`config.mk`:
```
export PLATFORM = sky130hd
export DESIGN_NAME = intr_redir
export DESIGN_NICKNAME = d
export VERILOG_FILES = /design/src/rtl/intr_redir_pkg.sv /design/src/rtl/redir_table.sv /design/src/rtl/req_latch.sv /design/src/rtl/pick_lowest.sv /design/src/rtl/intr_redir.sv
export SDC_FILE = /design/constraint.sdc
export NUM_CORES = 2
export LEC_CHECK = 0
export ABC_AREA = 0
export CELL_PAD_IN_SITES_DETAIL_PLACEMENT = 2
export CELL_PAD_IN_SITES_GLOBAL_PLACEMENT = 2
export CORE_MARGIN = 3
export CORE_UTILIZATION = 42
export CTS_CLUSTER_DIAMETER = 30
export CTS_CLUSTER_SIZE = 12
export DETAILED_ROUTE_END_ITERATION = 8
export PLACE_DENSITY_LB_ADDON = 0.08
export SKIP_CTS_REPAIR_TIMING = 1
export SYNTH_ARGS = -nofsm -noshare
export SYNTH_HDL_FRONTEND = slang
export SYNTH_SLANG_ARGS = --single-unit
```
`constraint.sdc`:
```
create_clock -name clk_i -period 4.2 [get_ports clk_i]
set_clock_uncertainty 0.1 [all_clocks]
set_input_delay 0.84 -clock clk_i [delete_from_list [all_inputs] [get_ports clk_i]]
set_output_delay 0.84 -clock clk_i [all_outputs]
set_load 0.05 [all_outputs]
```
`src/rtl/intr_redir_pkg.sv`:
```
package intr_redir_pkg;
  localparam int ENTRY_W  = 64;
  localparam int VEC_W    = 8;
  localparam int VEC_LSB  = 0;
  localparam int MODE_W   = 3;
  localparam int MODE_LSB = 8;
  localparam int DEST_BIT = 11;
  localparam int POL_BIT  = 13;
  localparam int RIRR_BIT = 14;
  localparam int TRIG_BIT = 15;
  localparam int MASK_BIT = 16;

  localparam logic [ENTRY_W-1:0] ENTRY_RST = ENTRY_W'(1) << MASK_BIT;
endpackage

```
`src/rtl/redir_table.sv`:
```
module redir_table
  import intr_redir_pkg::*;
#(
  parameter int NUM_PINS = 24,
  parameter int AW = $clog2(NUM_PINS)
) (
  input  logic                              clk_i,
  input  logic                              rst_ni,
  input  logic                              we_i,
  input  logic [AW-1:0]                     addr_i,
  input  logic [ENTRY_W-1:0]                wdata_i,
  output logic [ENTRY_W-1:0]                rdata_o,
  input  logic                              eoi_i,
  input  logic [VEC_W-1:0]                  eoi_vector_i,
  input  logic                              set_en_i,
  input  logic [AW-1:0]                     set_idx_i,
  output logic [NUM_PINS-1:0][ENTRY_W-1:0]  entries_o,
  output logic [NUM_PINS-1:0]               rirr_o
);
  logic [NUM_PINS-1:0][ENTRY_W-1:0] ent_q;
  logic [NUM_PINS-1:0]              rirr_q;

  always_ff @(posedge clk_i or negedge rst_ni) begin
    if (!rst_ni) begin
      for (int i = 0; i < NUM_PINS; i++) ent_q[i] <= ENTRY_RST;
    end else if (we_i) begin
      for (int i = 0; i < NUM_PINS; i++)
        if (addr_i == AW'(i)) ent_q[i] <= wdata_i & ~(ENTRY_W'(1) << RIRR_BIT);
    end
  end

  // a delivery needs rirr clear, an EOI only touches rirr set: never both
  always_ff @(posedge clk_i or negedge rst_ni) begin
    if (!rst_ni) begin
      rirr_q <= '0;
    end else begin
      for (int i = 0; i < NUM_PINS; i++) begin
        if (set_en_i && set_idx_i == AW'(i))
          rirr_q[i] <= 1'b1;
        else if (eoi_i && rirr_q[i] && ent_q[i][VEC_LSB +: VEC_W] == eoi_vector_i)
          rirr_q[i] <= 1'b0;
      end
    end
  end

  for (genvar g = 0; g < NUM_PINS; g++) begin : g_merge
    always_comb begin
      entries_o[g]           = ent_q[g];
      entries_o[g][RIRR_BIT] = rirr_q[g];
    end
  end

  assign rirr_o  = rirr_q;
  assign rdata_o = (32'(addr_i) < NUM_PINS) ? entries_o[addr_i] : '0;


  rirr_hold_chk: assert property (@(posedge clk_i) disable iff (!rst_ni)
    (!set_en_i && !eoi_i) |=> $stable(rirr_q));


  eoi_clear_only_chk: assert property (@(posedge clk_i) disable iff (!rst_ni)
    (eoi_i && !set_en_i) |=> ((rirr_q & ~$past(rirr_q)) == '0));
endmodule

```
`src/rtl/req_latch.sv`:
```
module req_latch #(
  parameter int NUM_PINS = 24
) (
  input  logic                clk_i,
  input  logic                rst_ni,
  input  logic [NUM_PINS-1:0] pins_i,
  input  logic [NUM_PINS-1:0] pol_i,
  input  logic [NUM_PINS-1:0] level_i,
  input  logic [NUM_PINS-1:0] clr_i,
  output logic [NUM_PINS-1:0] irr_o
);
  logic [NUM_PINS-1:0] act, act_q, irr_q;

  assign act = pins_i ^ pol_i;

  always_ff @(posedge clk_i or negedge rst_ni) begin
    if (!rst_ni) begin
      act_q <= '0;
      irr_q <= '0;
    end else begin
      act_q <= act;
      for (int i = 0; i < NUM_PINS; i++)
        irr_q[i] <= level_i[i] ? act[i]
                  : ((irr_q[i] & ~clr_i[i]) | (act[i] & ~act_q[i]));
    end
  end

  assign irr_o = irr_q;
endmodule

```
`src/rtl/pick_lowest.sv`:
```
module pick_lowest #(
  parameter int N  = 24,
  parameter int IW = $clog2(N)
) (
  input  logic [N-1:0]  req_i,
  output logic          valid_o,
  output logic [IW-1:0] idx_o
);
  always_comb begin
    valid_o = 1'b0;
    idx_o   = '0;
    for (int k = N - 1; k >= 0; k--) begin
      if (req_i[k]) begin
        valid_o = 1'b1;
        idx_o   = IW'(k);
      end
    end
  end
endmodule

```
`src/rtl/intr_redir.sv`:
```
module intr_redir
  import intr_redir_pkg::*;
#(
  parameter int NUM_PINS = 24,
  parameter int AW = $clog2(NUM_PINS)
) (
  input  logic                clk_i,
  input  logic                rst_ni,
  input  logic [NUM_PINS-1:0] pins_i,
  input  logic [AW-1:0]       reg_addr_i,
  input  logic                reg_we_i,
  input  logic [63:0]         reg_wdata_i,
  output logic [63:0]         reg_rdata_o,
  input  logic                eoi_i,
  input  logic [7:0]          eoi_vector_i,
  output logic                dlv_o,
  output logic [AW-1:0]       dlv_pin_o,
  output logic [7:0]          dlv_vector_o,
  output logic [2:0]          dlv_mode_o,
  output logic                dlv_dest_o,
  output logic                dlv_level_o
);
  logic [NUM_PINS-1:0][ENTRY_W-1:0] entries;
  logic [NUM_PINS-1:0] rirr_v, mask_v, level_v, pol_v, irr_v, deliverable, clr_v;
  logic                pick_valid, set_en;
  logic [AW-1:0]       pick_idx;

  for (genvar g = 0; g < NUM_PINS; g++) begin : g_fields
    assign mask_v[g]  = entries[g][MASK_BIT];
    assign level_v[g] = entries[g][TRIG_BIT];
    assign pol_v[g]   = entries[g][POL_BIT];
  end

  redir_table #(.NUM_PINS(NUM_PINS), .AW(AW)) u_table (
    .clk_i, .rst_ni,
    .we_i(reg_we_i), .addr_i(reg_addr_i), .wdata_i(reg_wdata_i), .rdata_o(reg_rdata_o),
    .eoi_i, .eoi_vector_i,
    .set_en_i(set_en), .set_idx_i(pick_idx),
    .entries_o(entries), .rirr_o(rirr_v)
  );

  req_latch #(.NUM_PINS(NUM_PINS)) u_req (
    .clk_i, .rst_ni, .pins_i, .pol_i(pol_v), .level_i(level_v),
    .clr_i(clr_v), .irr_o(irr_v)
  );

  assign deliverable = irr_v & ~mask_v & ~(level_v & rirr_v);

  pick_lowest #(.N(NUM_PINS), .IW(AW)) u_pick (
    .req_i(deliverable), .valid_o(pick_valid), .idx_o(pick_idx)
  );

  assign set_en = pick_valid & level_v[pick_idx];
  assign clr_v  = (pick_valid && !level_v[pick_idx]) ? (NUM_PINS'(1) << pick_idx) : '0;

  always_ff @(posedge clk_i or negedge rst_ni) begin
    if (!rst_ni) begin
      dlv_o        <= 1'b0;
      dlv_pin_o    <= '0;
      dlv_vector_o <= '0;
      dlv_mode_o   <= '0;
      dlv_dest_o   <= 1'b0;
      dlv_level_o  <= 1'b0;
    end else begin
      dlv_o <= pick_valid;
      if (pick_valid) begin
        dlv_pin_o    <= pick_idx;
        dlv_vector_o <= entries[pick_idx][VEC_LSB +: VEC_W];
        dlv_mode_o   <= entries[pick_idx][MODE_LSB +: MODE_W];
        dlv_dest_o   <= entries[pick_idx][DEST_BIT];
        dlv_level_o  <= level_v[pick_idx];
      end
    end
  end


  level_rirr_chk: assert property (@(posedge clk_i) disable iff (!rst_ni)
    (dlv_o && dlv_level_o) |-> rirr_v[dlv_pin_o]);


  lowest_first_chk: assert property (@(posedge clk_i) disable iff (!rst_ni)
    pick_valid |-> ((deliverable & ((NUM_PINS'(1) << pick_idx) - NUM_PINS'(1))) == '0));


  masked_none_chk: assert property (@(posedge clk_i) disable iff (!rst_ni)
    dlv_o |-> !$past(mask_v[pick_idx]));
endmodule

```
==> reports/qor.yml <==
synthToLayoutAreaGrowth_pct: 27.7
crit_chain: "buf_8 -> buf_12 -> buf_12 -> mux4_2 -> mux4_2 -> inv_1 -> o22ai_2 -> buf_4"
status: "finished, final reports clean"
post_drt_wl_per_cell_um: 34.4
synth_area_mm2: 0.0770
path_clk_slew_ns: 0.04
clock_sinks: 1603
row_count: 156
async_flop_share_pct: 100
period_needed_ns: 4.07
ys.warnings.count: 0
timing.max_cap.violations: 0
ios: 188
period_share_pct: 96.8
track_usage_pct: 30.8
cpPeakStageDelay_ns: 0.56
rsz0062_at_grt: "false"
cts_tree: "done"
most-common-layout-cells: "dfrtp_1, mux2_2, mux4_2"
synth_seq_cells: 1603
syn_inst: 5261
path_class: "input pin to output pin"
antenna_found_initial: 7
final_common_cell: "dfrtp_1"
grt_first_pass_wirelength_um: 427000
fp.dieArea_mm2: 0.189
yosys_most_used_dff: "dfrtp_1"
dp_hpwl_um: 159000
critPathSlowestCell: "mux4_2"
drtAntennaViolNets: 0
start_util_pct: 42.4
final_util_pct: 54.2
via_per_inst: 6.06
worst_pin_slew_ns: 1.20
p_leak_nw: 43.7
vias: 50800
arrival_ns: 3.13
clock.fmax_mhz: 246
htree_levels: 5
first_global_vias: 59500
die_y_um: 434
synth-edff-count: 0
nNetsFinal: 5769
cp-start-kind: "input pin"
worstPathMaxFanout: 14
io_buffers: 186
cts_buffer_depth: 4
dr.pass1.iters: 5
cp.required_ns: 3.26
setup_violations: 0
grt_max_degree: 143
slew_viol_final: 0
ys_seq_area_share_pct: 52.1
p_per_area_mw_per_mm2: 686
drt_iter0_drc: 3098
min_path_type: "flip-flop to flip-flop"
cp-end-kind: "output pin"
place.gp.congestion: 0.858
setup-tns-final_ns: 0
die_width_um: 434
relSlewSlack_pct: 20.0
layout-drive-gt1-share_pct: 52.2
hold_violations: 0
cts_root_buf: "clkbuf_16"
grt_overflow_total: 0
wl_um: 288000
clock_latency_ns: 0.96
ir_drop_uv: 473
synthDistinctLibCells: 80
syn_avg_cell_area_um2: 14.6
synth_nets: 5366
cts_buffers: 423
drc: 0
coreArea_mm2: 0.182
[path summary, 6_finish.rpt]
| path | startpoint | endpoint | slack (ns) | depth (start not counted) |
|---|---|---|---|---|
| worst max-delay path | reg_addr_i[0] | reg_rdata_o[52] | 0.13 | 8 |
| worst min-delay path | u_table.entries_o[1193] | u_table.entries_o[1193] | 0.40 | 1 |
| worst max register to register | u_table.entries_o[1295] | u_req.irr_o[17] | 0.23 | 9 |
| worst min register to register | u_table.entries_o[1193] | u_table.entries_o[1193] | 0.40 | 1 |
| max in group asynchronous | rst_ni | u_table.entries_o[1445] | 2.23 | 4 |
| min in group asynchronous | rst_ni | u_table.rirr_o[17] | 0.45 | 2 |
[cell usage after synthesis, drive strengths merged, types with 8 or more instances]
cell type | instances | area share, %
a21oi | 62 | 0.42
a211oi | 8 | 0.078
nand4 | 8 | 0.065
nand2 | 224 | 1.1
clkbuf | 396 | 1.9
a21boi | 13 | 0.13
or3 | 9 | 0.080
o22ai | 79 | 0.66
xnor2 | 27 | 0.31
buf | 88 | 0.50
mux2i | 71 | 0.92
nor4 | 31 | 0.26
xor2 | 189 | 2.1
nand3 | 32 | 0.21
o31ai | 15 | 0.19
dfrtp | 1579 | 51
a32oi | 9 | 0.10
a32o | 11 | 0.14
nand2b | 10 | 0.081
mux4 | 448 | 13
nor2 | 40 | 0.20
inv | 101 | 0.49
a221oi | 24 | 0.27
o221ai | 27 | 0.32
nor2b | 13 | 0.11
a222oi | 25 | 0.32
o21ai | 50 | 0.36
dfstp | 24 | 0.82
mux2 | 1504 | 22
o41ai | 20 | 0.23
a31oi | 33 | 0.30
nor3 | 24 | 0.16
[worst max-delay path: cells and delay by family]
family / cells / cell delay (ns)
buffers and inverters: 5 / 1.00
AO/OA/AOI/OAI: 1 / 0.14
multiplexers: 2 / 1.08
[stage by stage]
| step | hold slack, ns | total power [mW] | worst slack, ns | area [µm²] | std cells |
|---|---|---|---|---|---|
| CTS | -0.231 | 67.9 | 0.116 | 98300 | 8372 |
| detailed placement | 0.389 | 34.2 | 0.181 | 83900 | 7608 |
| floorplan | 0.364 | 28.8 | 0.0432 | 77400 | 5261 |
| global route | 0.401 | 70.0 | 0.0511 | 98300 | 8373 |
| global placement | 0.372 | 33.5 | 0.194 | 83900 | 7608 |
| finish | 0.397 | 67.4 | 0.135 | 98400 | 8376 |
[routing by layer]
metal  wire length [µm]  part of all wire (%)  track usage, %  vias up
met4              11200                   3.9            12.1        4
li1                   -                     -               -    20600
met5                 31                 0.011               0        -
met3              11700                   4.1            4.92      615
met2             146000                    51            53.0     1422
met1             119000                    41            38.9    28100
[sequential cells by signal, indices dropped and copies added, names as in the netlist]
| register | flops |
|---|---|
| dlv_level_o | 1 |
| dlv_pin_o | 5 |
| u_table.rirr_o | 24 |
| u_req.act_q | 24 |
| dlv_mode_o | 3 |
| dlv_vector_o | 8 |
| u_req.irr_o | 24 |
| dlv_dest_o | 1 |
| dlv_o | 1 |
| u_table.entries_o | 1512 |
[power by group]
group | switching [mW] | internal [mW]
Sequential | 2.45 | 18.7
Combinational | 7.33 | 6.20
Clock | 9.91 | 22.9
[cell families after synthesis]
group / Yosys count / synth area share (%)
AND/OR/NAND/NOR: 416 / 2.48
AO/OA/AOI/OAI: 418 / 4.00
flip-flops: 1603 / 52.1
multiplexers: 2023 / 36.0
XOR/XNOR: 216 / 2.46
buffers and inverters: 585 / 2.92
[layout make-up]
class,instances,area (µm²)
fill,15900,83200
sequential,1603,40100
multi-input combinational,3073,35200
clock buffer,586,12200
timing repair buffer,462,5170
tap,2370,2970
clock inverter,178,2240
inverter,101,379
antenna,3,7.51
(Power assumes the default switching activity.)
